## src/rtl/ttc_pkg.sv

```systemverilog
package ttc_pkg;

    localparam int MATCH_N  = 3;
    localparam int FLAG_W   = MATCH_N + 2;
    localparam int FLG_INTV = 0;
    localparam int FLG_OVF  = MATCH_N + 1;
    localparam int N_REGS   = 9;

    localparam int CTL_STOP = 0;
    localparam int CTL_INTV = 1;
    localparam int CTL_MEN  = 3;
    localparam int CTL_ZERO = 4;

    typedef enum logic [3:0] {
        RI_CLK  = 4'd0,
        RI_CTL  = 4'd1,
        RI_VAL  = 4'd2,
        RI_INTV = 4'd3,
        RI_M1   = 4'd4,
        RI_M2   = 4'd5,
        RI_M3   = 4'd6,
        RI_STAT = 4'd7,
        RI_IEN  = 4'd8,
        RI_NONE = 4'd15
    } reg_idx_e;

endpackage

```

## src/rtl/ttc_decode.sv

```systemverilog
module ttc_decode
    import ttc_pkg::*;
#(
    parameter int NUM_CH = 3,
    parameter int ADDR_W = 8
) (
    input  logic [ADDR_W-1:0] addr,
    output logic [NUM_CH-1:0] ch_sel,
    output reg_idx_e          reg_idx
);
    localparam int WORD_W = ADDR_W - 2;

    logic [WORD_W-1:0] word;
    assign word = addr[ADDR_W-1:2];

    always_comb begin
        int w;
        int r;
        int c;
        w = int'(word);
        r = w / NUM_CH;
        c = w % NUM_CH;
        reg_idx = RI_NONE;
        if (r < N_REGS) reg_idx = reg_idx_e'(r[3:0]);
        for (int i = 0; i < NUM_CH; i++) begin
            ch_sel[i] = (r < N_REGS) && (c == i);
        end
    end

endmodule

```

## src/rtl/ttc_prescale.sv

```systemverilog
module ttc_prescale #(
    parameter int PS_N_W = 4
) (
    input  logic              clk,
    input  logic              rst_n,
    input  logic              run,
    input  logic              clear,
    input  logic              ps_en,
    input  logic [PS_N_W-1:0] ps_n,
    output logic              tick
);
    localparam int PH_W = 2 ** PS_N_W;

    typedef struct packed {
        logic [PH_W-1:0] phase;
    } ps_state_s;

    ps_state_s s_d, s_q;
    logic [PH_W-1:0] mask;

    always_comb begin
        s_d  = s_q;
        mask = {PH_W{1'b1}} >> (PH_W - 1 - int'(ps_n));
        tick = run && !clear && (!ps_en || ((s_q.phase & mask) == mask));
        if (clear)    s_d.phase = '0;
        else if (run) s_d.phase = s_q.phase + 1'b1;
    end

    always_ff @(posedge clk or negedge rst_n) begin
        if (!rst_n) s_q <= '0;
        else        s_q <= s_d;
    end

    // a zeroing write restarts the divider phase
    p_phase_clear_r7: assert property (@(posedge clk) disable iff (!rst_n)
        clear |=> s_q.phase == '0);

endmodule

```

## src/rtl/ttc_channel.sv

```systemverilog
module ttc_channel
    import ttc_pkg::*;
#(
    parameter int CNT_W  = 16,
    parameter int PS_N_W = 4
) (
    input  logic             clk,
    input  logic             rst_n,
    input  logic             wr_en,
    input  reg_idx_e         reg_idx,
    input  logic [CNT_W-1:0] wdata,
    output logic [CNT_W-1:0] rdata,
    output logic             irq
);
    localparam int CLKC_W = PS_N_W + 1;

    typedef struct packed {
        logic [CLKC_W-1:0]             clkc;
        logic                          stop;
        logic                          intv_mode;
        logic                          men;
        logic [CNT_W-1:0]              count;
        logic [CNT_W-1:0]              intv;
        logic [MATCH_N-1:0][CNT_W-1:0] match;
        logic [FLAG_W-1:0]             flags;
        logic [FLAG_W-1:0]             ien;
    } ch_state_s;

    ch_state_s s_d, s_q;
    logic zero_wr;
    logic tick;
    logic [CNT_W-1:0]  nxt;
    logic [FLAG_W-1:0] set_f;
    logic [FLAG_W-1:0] clr_f;

    assign zero_wr = wr_en && (reg_idx == RI_CTL) && wdata[CTL_ZERO];

    ttc_prescale #(.PS_N_W(PS_N_W)) i_ps (
        .clk   (clk),
        .rst_n (rst_n),
        .run   (!s_q.stop),
        .clear (zero_wr),
        .ps_en (s_q.clkc[0]),
        .ps_n  (s_q.clkc[CLKC_W-1:1]),
        .tick  (tick)
    );

    always_comb begin
        s_d   = s_q;
        set_f = '0;
        nxt   = s_q.count + 1'b1;
        if (s_q.intv_mode) begin
            if (s_q.count == s_q.intv) begin
                nxt = '0;
                set_f[FLG_INTV] = 1'b1;
            end
        end else if (s_q.count == {CNT_W{1'b1}}) begin
            set_f[FLG_OVF] = 1'b1;
        end
        for (int k = 0; k < MATCH_N; k++) begin
            if (s_q.men && (nxt == s_q.match[k])) set_f[k+1] = 1'b1;
        end
        if (zero_wr)   s_d.count = '0;
        else if (tick) s_d.count = nxt;
        if (!tick) set_f = '0;

        clr_f = (wr_en && reg_idx == RI_STAT) ? wdata[FLAG_W-1:0] : '0;
        s_d.flags = (s_q.flags & ~clr_f) | set_f;

        if (wr_en) begin
            case (reg_idx)
                RI_CLK:  s_d.clkc = wdata[CLKC_W-1:0];
                RI_CTL: begin
                    s_d.stop      = wdata[CTL_STOP];
                    s_d.intv_mode = wdata[CTL_INTV];
                    s_d.men       = wdata[CTL_MEN];
                end
                RI_INTV: s_d.intv = wdata;
                RI_IEN:  s_d.ien  = wdata[FLAG_W-1:0];
                default: begin
                    for (int k = 0; k < MATCH_N; k++) begin
                        if (reg_idx == reg_idx_e'(4'(int'(RI_M1) + k))) s_d.match[k] = wdata;
                    end
                end
            endcase
        end
    end

    always_comb begin
        rdata = '0;
        case (reg_idx)
            RI_CLK:  rdata[CLKC_W-1:0] = s_q.clkc;
            RI_CTL: begin
                rdata[CTL_STOP] = s_q.stop;
                rdata[CTL_INTV] = s_q.intv_mode;
                rdata[CTL_MEN]  = s_q.men;
            end
            RI_VAL:  rdata = s_q.count;
            RI_INTV: rdata = s_q.intv;
            RI_STAT: rdata[FLAG_W-1:0] = s_q.flags;
            RI_IEN:  rdata[FLAG_W-1:0] = s_q.ien;
            default: begin
                for (int k = 0; k < MATCH_N; k++) begin
                    if (reg_idx == reg_idx_e'(4'(int'(RI_M1) + k))) rdata = s_q.match[k];
                end
            end
        endcase
    end

    assign irq = |(s_q.flags & s_q.ien);

    always_ff @(posedge clk or negedge rst_n) begin
        if (!rst_n) begin
            s_q      <= '0;
            s_q.stop <= 1'b1;
        end else begin
            s_q <= s_d;
        end
    end

    // a stopped counter keeps its value unless it is zeroed
    p_stop_hold_r3: assert property (@(posedge clk) disable iff (!rst_n)
        (s_q.stop && !zero_wr) |=> s_q.count == $past(s_q.count));
    // a zeroing write leaves the count at zero
    p_reset_zero_r4: assert property (@(posedge clk) disable iff (!rst_n)
        zero_wr |=> s_q.count == '0);
    // the overflow flag appears only together with the wrap to zero
    p_ovf_wrap_r5: assert property (@(posedge clk) disable iff (!rst_n)
        $rose(s_q.flags[FLG_OVF]) |-> s_q.count == '0);
    // the interval flag appears only together with the restart at zero
    p_intv_wrap_r6: assert property (@(posedge clk) disable iff (!rst_n)
        $rose(s_q.flags[FLG_INTV]) |-> s_q.count == '0);

endmodule

```

## src/rtl/ttc_top.sv

```systemverilog
module ttc_top
    import ttc_pkg::*;
#(
    parameter int NUM_CH = 3,
    parameter int CNT_W  = 16,
    parameter int ADDR_W = 8,
    parameter int PS_N_W = 4
) (
    input  logic              clk,
    input  logic              rst_n,
    input  logic              bus_we,
    input  logic [ADDR_W-1:0] bus_addr,
    input  logic [CNT_W-1:0]  bus_wdata,
    output logic [CNT_W-1:0]  bus_rdata,
    output logic [NUM_CH-1:0] irq
);
    logic [NUM_CH-1:0]            ch_sel;
    reg_idx_e                     reg_idx;
    logic [NUM_CH-1:0][CNT_W-1:0] ch_rdata;

    ttc_decode #(.NUM_CH(NUM_CH), .ADDR_W(ADDR_W)) i_dec (
        .addr    (bus_addr),
        .ch_sel  (ch_sel),
        .reg_idx (reg_idx)
    );

    for (genvar i = 0; i < NUM_CH; i++) begin : g_ch
        ttc_channel #(.CNT_W(CNT_W), .PS_N_W(PS_N_W)) i_ch (
            .clk     (clk),
            .rst_n   (rst_n),
            .wr_en   (bus_we && ch_sel[i]),
            .reg_idx (reg_idx),
            .wdata   (bus_wdata),
            .rdata   (ch_rdata[i]),
            .irq     (irq[i])
        );
    end

    always_comb begin
        bus_rdata = '0;
        for (int i = 0; i < NUM_CH; i++) begin
            if (ch_sel[i]) bus_rdata = bus_rdata | ch_rdata[i];
        end
    end

endmodule

```

## config.mk

```make
export PLATFORM = sky130hd
export DESIGN_NAME = ttc_top
export DESIGN_NICKNAME = d
export VERILOG_FILES = /design/src/rtl/ttc_pkg.sv /design/src/rtl/ttc_decode.sv /design/src/rtl/ttc_prescale.sv /design/src/rtl/ttc_channel.sv /design/src/rtl/ttc_top.sv
export SDC_FILE = /design/constraint.sdc
export NUM_CORES = 1
export LEC_CHECK = 0
export ABC_CLOCK_PERIOD_IN_PS = 4600
export BUFFER_PORTS_ARGS = -buffer_cell sky130_fd_sc_hd__buf_2
export CORE_AREA = 2 2 201 203
export CTS_BUF_LIST = sky130_fd_sc_hd__clkbuf_16
export DETAILED_ROUTE_END_ITERATION = 10
export DIE_AREA = 0 0 203 205
export PLACE_DENSITY = 0.77
export SYNTH_ARGS = -nofsm -noshare
export SYNTH_HDL_FRONTEND = slang
export SYNTH_SLANG_ARGS = --single-unit
```

## constraint.sdc

```tcl
create_clock -name clk -period 4.6 [get_ports clk]
set_input_delay 0.23 -clock clk [delete_from_list [all_inputs] [get_ports clk]]
set_output_delay 0.23 -clock clk [all_outputs]
set_load 0.05 [all_outputs]
```

==> results by group, run 1 <==
Logic synthesis
  – Yosys top cell area share: 37.7%
  – Count leader, synth: dfrtp_1
  – EDFF count, synth: 0
  – Register area share after synthesis: 38.0%
  – Dominant cell type by area after synthesis: dfrtp_1
  – Yosys synthesis warning count: 0
  – Syn Inst Count: 2,306
  – Avg Synthesized Cell Area: 9.76 µm²
  – Post-synth cell types: 94
  – Yosys reg bits: 342
  – Ranking of synthesized cells by area: dfrtp_1 (38%), mux2_2 (7.4%), xnor2_1 (5.3%)
  – Top post-synthesis cells by count: dfrtp_1 (339), nor2_1 (201), mux2_2 (148), xnor2_1 (136), clkbuf_1 (126)
  – Ys flop type: dfrtp_1
  – Post-Syn Area: 0.0225 mm²
  – Syn_nets: 2,342
  – Synth async-reset ratio: 100%

Die
  – Initial Util: 57.2%
  – Core footprint: 0.0394 mm²
  – Top Ports: 46
  – Die X: 203 µm
  – Chip height: 205 µm
  – Die footprint: 0.0416 mm²
  – Number of core rows: 73

Drt
  – Antenna-violating nets left: 0
  – Vias per std cell: 6.91
  – DR vias: 20.6k
  – Final WL: 78.4 mm
  – Drt drc: 0
  – Iteration-0 DRC Markers: 3,077
  – Wirelength per Cell: 26.3 µm
  – Pre-Repair DR Iteration Count: 7

Worst hold path
  – Hold crit path type: in -> reg

Timing
  – Final hold vios: 0
  – RSZ-0062 raised after global routing: true
  – F_max: 216 MHz
  – Slew margin rel.: 24.0%
  – Final setup violation count: 3
  – Period minus WS final: 4640 ps
  – Slew @ Worst Pin: 1120 ps
  – Max Slew Vio Count: 0
  – Setup Skew: 28.0 ps
  – Final Hold Slack: 156 ps
  – Final period utilization: 101%
  – Setup slack after layout: -39.5 ps

Global routing
  – Initial antenna violation count: 2
  – GRT Overall Usage: 37.1%
  – Gr ovfl total: 0
  – Number of global-route vias before repair: 19.5k
  – Largest net degree at the start of global routing: 104
  – First-pass GRT wire length: 118 mm

Setup path
  – Crit end category: output pin
  – Setup Crit Path Kind: in -> out
  – Critical Path Fanout Max: 6
  – Worst path required time: 4370 ps
  – Critical path arrival: 4410 ps
  – Critical path launch point type: input port

Placed design
  – Placed cell areas: 0.0243 mm²
  – IO buf count: 43
  – Pre-CTS setup slack: -355 ps
  – DP HPWL: 54.9 mm
  – GP Congestion: 1.01
  – Placed cells: 2,856

Final layout
  – Final instance area: 0.0266 mm²
  – Fin cells: 2,980
  – Final net count: 2,460
  – Layout cells sized above 1: 25.8%
  – N_diodes: 0
  – Synthesis-to-finish area growth: 18.2%

Power
  – Lkg Pwr: 11.7 nW
  – Power Dens Cells: 407 mW/mm²
  – Worst vdd rail ir drop: 0.000311 V

Clocking
  – Max H-tree Level: 2
  – Sink Count: 342
  – Reg clk slew, reported paths: 60 ps
  – Worst-Skew Late Latency: 580 ps
  – CTS tree: built
  – CTS buffer count: 41
  – Clk buf depth: 3
  – Clock Tree Root: clkbuf_16

Run status
  – Status: finished, violations left
  – Violated checks: negative setup slack

Flow run
  – Max-cap violations: 0
[layer usage]
metal  vias to the layer above  share of wire (%)  track usage (%)
li1                       8772                  -                -
met1                     10100                 40             50.8
met2                      1425                 44             55.7
met3                       294                 11             7.99
met4                         2                5.2             18.3
met5                         -              0.015                0
[registers in the layout, indices dropped and copies added, names as in the netlist]
name                count
g_ch.i_ch.i_ps.s_q     48
g_ch.i_ch.s_q         294
[stage by stage]
stage / setup TNS, ps / utilization [%] / power [W]
6_report: -58.3 / 67.6 / 0.0108
5_1_grt: -1640 / 67.6 / 0.0112
4_1_cts: 0 / 66.1 / 0.0105
3_5_place_dp: -8910 / 61.8 / 0.00718
3_3_place_gp: -2920 / 61.8 / 0.00709
2_1_floorplan: -4760 / - / 0.00600
[worst paths after layout]
| path | start | to | slack, ps | cells past startpoint |
|---|---|---|---|---|
| setup / recovery | bus_addr[7] | bus_rdata[10] | -40 | 24 |
| hold / removal | bus_wdata[13] | g_ch[0].i_ch.s_q[71] | 160 | 2 |
| setup reg to reg | g_ch[0].i_ch.s_q[74] | g_ch[0].i_ch.s_q[8] | 640 | 10 |
| hold reg to reg | g_ch[1].i_ch.s_q[0] | g_ch[1].i_ch.s_q[0] | 540 | 1 |
| max in group asynchronous | rst_n | g_ch[2].i_ch.s_q[32] | 3220 | 3 |
| min in group asynchronous | rst_n | g_ch[0].i_ch.i_ps.s_q[1] | 270 | 2 |
[area by class of cell]
cell class                      instances  area (µm²)
Clock buffer                           43        1080
Clock inverter                         31         250
Fill cell                            2912       12700
Inverter                               43         166
Multi-Input combinational cell       1740       13500
Sequential cell                       342        8560
Tap cell                              525         657
Timing Repair Buffer                  256        2400
[placed cells by master (no fill, tap or decap), types with 19 or more instances in the layout]
| master | n |
|---|---|
| dfrtp_1 | 339 |
| nor2_1 | 198 |
| buf_4 | 173 |
| mux2_2 | 144 |
| xnor2_1 | 136 |
| nand2_1 | 117 |
| a21oi_1 | 105 |
| xor2_1 | 102 |
| o21ai_0 | 96 |
| nand3_1 | 82 |
| mux2_4 | 74 |
| nand4_1 | 58 |
| inv_1 | 48 |
| clkbuf_16 | 46 |
| a31oi_1 | 44 |
| and3_1 | 38 |
| a22oi_1 | 38 |
| mux2i_1 | 38 |
| o32ai_1 | 35 |
| nor4b_1 | 32 |
| o211ai_1 | 26 |
| buf_2 | 25 |
| buf_12 | 25 |
| nor2b_1 | 22 |
| mux2_1 | 20 |
| a22o_1 | 19 |
| buf_6 | 19 |
[worst max-delay path: stages]
cell      delay [ps]
buf_6            100
ha_4             270
nor4bb_1          50
o221ai_1         190
o311a_4          250
clkinv_4          60
ha_4             150
nand2b_4         150
nor3_4           160
o21ai_2           90
xnor2_1          190
inv_1            120
ha_4             170
nand2b_4         140
a311oi_4         280
o21ai_4          130
nor2_4           200
buf_6            140
buf_16           110
buf_4            130
o21ai_0          140
o311ai_2         410
o211ai_1         280
buf_4            270
[cell families (layout without fill, tap and decap cells)]
| family | Yosys count | after routing | synth area share (%) |
|---|---|---|---|
| buf+inv | 224 | 373 | 4.47 |
| compound gates | 525 | 525 | 16.4 |
| xor+xnor | 239 | 239 | 9.36 |
| simple gates | 688 | 688 | 16.4 |
| flops | 342 | 342 | 38.0 |
| fa+ha+maj | 12 | 12 | 0.634 |
| mux | 276 | 276 | 14.8 |
[timing repair]
item | 4_1_cts | 5_1_grt
setup buffers | 21 | 26
pin swaps | 13 | 24
cloned | 2 | 1
hold buffers | 1 | 0
endpoints found under the setup margin | 16 | 16
hold endpoints to repair | 90 | 0
resized for setup | 34 | 96
[report_power, final]
group / internal [W] / switching (W) / total, W
sequential: 0.00331 / 0.000544 / 0.00386
clock: 0.00191 / 0.00135 / 0.00327
combinational: 0.00153 / 0.00218 / 0.00371
(Power assumes the default switching activity.)
==> inputs of run 2 (changes only) <==
CORE_AREA = 5 5 204 206   (was 2 2 201 203)
CTS_BUF_LIST = default   (was sky130_fd_sc_hd__clkbuf_16)
DIE_AREA = 0 0 209 211   (was 0 0 203 205)
SKIP_LAST_GASP = 1   (was default)
==> run 2 against run 1 <==
Compared with the run above:
- the run still ends with negative setup slack left
- via count rose by 0.61%
- first-iteration DRC count fell by 1.8%
- fmax rose by 0.20%
==> results by group, run 2 (synthesized netlist as in run 1, its figures left out) <==
Final layout
  – Fillers: 2,996 (+2.9%)
  – Final instance area: 0.0267 mm² (+0.32%)
  – Top reg by flops: g_ch.i_ch.s_q
  – Leading cell type in the layout, fill and taps excluded: dfrtp_1
  – Final net count: 2,455 (-0.20%)
  – Synthesis-to-finish area growth: 18.6%
  – N_diodes: 0 (unchanged)
  – Layout cells sized above 1: 25.8% (-0.070 points)
  – Fin cells: 2,975 (-0.17%)
  – Most frequent cells in the layout: dfrtp_1 (339), nor2_1 (197), buf_4 (164), mux2_2 (145), xnor2_1 (135)
  – Largest registers: g_ch.i_ch.s_q: 294 flops, g_ch.i_ch.i_ps.s_q: 48 flops
  – Largest register FFs: 294 (unchanged)

Worst hold path
  – Hold crit path type: in -> reg

Power
  – Sequential power share: 35.0% (-0.6 points)
  – Sw power: 0.00412 W (+0.93%)
  – Power Dens Cells: 416 mW/mm² (+2.3%)
  – Internal power: 0.00700 W (+3.6%)
  – Clk pwr share: 31.6% (+1.4 points)
  – Worst vdd rail ir drop: 0.000284 V (-8.5%)
  – Overall Power: 0.0111 W (+2.6%)
  – Combinational power share: 33.4% (-0.8 points)
  – Lkg Pwr: 11.8 nW (+0.37%)
  – Sw Share: 37.0% (-0.62 points)

Drt
  – Wirelength per Cell: 26.9 µm (+2.1%)
  – Final WL: 79.9 mm (+1.9%)
  – Vias per std cell: 6.97 (+0.78%)
  – DR vias: 20.7k (+0.61%)
  – Iteration-0 DRC Markers: 3,021 (-1.8%)
  – Drt drc: 0 (unchanged)
  – Pre-Repair DR Iteration Count: 7 (unchanged)
  – Antenna-violating nets left: 0 (unchanged)

Setup path
  – Worst path required time: 4370 ps (about the same)
  – Critical path launch point type: input port
  – Slowest cell delay on critical path: 340 ps (-70 ps)
  – Critical Path Fanout Max: 6 (unchanged)
  – Critical path's slowest cell: mux2_2
  – Crit end category: output pin
  – Crit-path cells: buf_8 > ha_4 > nor4bb_4 > o221ai_2 > o311a_4 > clkinv_4 > ha_4 > nand2b_4 > nor3_4 > o21ai_2 > xnor2_2 > inv_2 > ha_4 > nand2b_4 > a311oi_4 > o21ai_4 > nor2_4 > buf_12 > buf_12 > buf_12 > mux2_2 > a221oi_2 > o211ai_1 > clkbuf_16
  – Setup Crit Path Kind: in -> out
  – Critical path arrival: 4400 ps (about the same)

Die
  – Number of core rows: 73 (unchanged)
  – Die X: 209 µm (+3.0%)
  – Chip height: 211 µm (+2.9%)
  – Initial Util: 57.1% (-0.13 points)
  – Core footprint: 0.0395 mm² (+0.23%)
  – Top Ports: 46 (unchanged)
  – Die footprint: 0.0441 mm² (+6.0%)

Clocking
  – Clk buf depth: 3 (unchanged)
  – CTS tree: built
  – Worst-Skew Late Latency: 580 ps (about the same)
  – Reg clk slew, reported paths: 60 ps (about the same)
  – Max H-tree Level: 2 (unchanged)
  – Sink Count: 342 (unchanged)
  – Clock Tree Root: clkbuf_16
  – CTS buffer count: 40 (-2.4%)

Global routing
  – Gr ovfl total: 0 (unchanged)
  – First-pass GRT wire length: 120 mm (+1.6%)
  – Initial antenna violation count: 1 (-1)
  – Largest net degree at the start of global routing: 107 (+2.9%)
  – GRT Overall Usage: 34.5% (-2.6 points)
  – Number of global-route vias before repair: 19.6k (+0.50%)

Timing
  – F_max: 216 MHz (+0.20%)
  – Final setup violation count: 4 (+1)
  – Setup Skew: 28.1 ps (+0.101 ps)
  – Setup slack after layout: -30.1 ps (+9.40 ps)
  – Final Hold Slack: 151 ps (-4.47 ps)
  – Max Slew Vio Count: 0 (unchanged)
  – Slew @ Worst Pin: 1090 ps (-37.1 ps)
  – Final period utilization: 101% (-0.20 points)
  – Final hold vios: 0 (unchanged)
  – RSZ-0062 raised after global routing: true
  – Slew margin rel.: 26.6% (+2.6 points)
  – Period minus WS final: 4630 ps (-9.40 ps)

Placed design
  – Placed cell areas: 0.0243 mm² (about the same)
  – GP Congestion: 1.03 (+2.1%)
  – DP HPWL: 54.1 mm (-1.4%)
  – Placed cells: 2,844 (-0.42%)
  – IO buf count: 43 (unchanged)
  – Pre-CTS setup slack: -364 ps (-8.98 ps)

Run status
  – Status: finished, violations left
  – Violated checks: negative setup slack

Flow run
  – Max-cap violations: 0 (unchanged)
==> run 2: cell count changes in the layout (fill, tap and decap cells not counted), sizes merged, moves of 2 or more <==
| cell | change |
|---|---|
| clkbuf | +15 |
| clkinv | -13 |
| buf | -10 |
| inv | -5 |
| bufinv | +4 |
| nand2 | +2 |
| o211a | +2 |
==> run 2: what timing repair did <==
item / CTS / global route
gates resized for setup: 36 / 75
cloned: 3 / 3
setup endpoints to repair: 16 / 32
hold buffers: 1 / 0
hold endpoints to repair: 99 / 0
pin swaps: 15 / 16
buffers inserted: 18 / 33
==> run 2: per-stage QoR <==
step	TNS, ps	utilization, %
4_1_cts	0	66.2
6_report	-71.2	67.7
5_1_grt	-1170	67.7
3_5_place_dp	-20150	61.6
3_3_place_gp	-4560	61.6
2_1_floorplan	-4760	-
==> run 2: power groups by stage <==
stage	Sequential, W	Clock, W	Combinational (W)
global placement	0.00389	0	0.00317
floorplan	0.00359	0	0.00241
detailed placement	0.00390	0	0.00325
finish	0.00389	0.00351	0.00372
global route	0.00392	0.00365	0.00397
CTS	0.00386	0.00353	0.00341
==> run 2: worst max-delay path, delay by kind of cell <==
kind	cells	cell delay, ps
XOR/XNOR	1	180
AO/OA/AOI/OAI	7	1530
buffers and inverters	7	830
AND/OR/NAND/NOR	5	650
adder cells (fa/ha/maj)	3	600
multiplexers	1	340
==> run 2: layer usage <==
layer	vias up	global-route usage, %	part of all wire [%]
met3	328	8.73	12
met1	10200	47.1	39
met4	0	15.5	5.6
met5	-	0	0
met2	1433	52.3	44
li1	8765	-	-
==> run 2: layout make-up <==
| class | instances | area [µm²] | area share (%) |
|---|---|---|---|
| repair buffers | 248 | 2400 | 8.99 |
| inverters | 43 | 166 | 0.623 |
| clock inverters | 18 | 303 | 1.13 |
| clock buffers | 55 | 1120 | 4.19 |
| well taps | 525 | 657 | 2.46 |
| multi-input cells | 1744 | 13500 | 50.5 |
| flip-flops and latches | 342 | 8560 | 32.1 |
==> run 2: final timing paths <==
check                                     startpoint                    to  slack (ps)  cells past startpoint
worst max-delay path                     bus_addr[7]         bus_rdata[11]         -30                     24
worst min-delay path                   bus_wdata[13]  g_ch[0].i_ch.s_q[71]         150                      2
worst max register to register  g_ch[0].i_ch.s_q[75]   g_ch[0].i_ch.s_q[8]         870                      9
worst min register to register  g_ch[0].i_ch.s_q[93]  g_ch[0].i_ch.s_q[93]         540                      1
max in group asynchronous                      rst_n  g_ch[1].i_ch.s_q[36]        3030                      3
min in group asynchronous                      rst_n  g_ch[0].i_ch.s_q[59]         290                      2
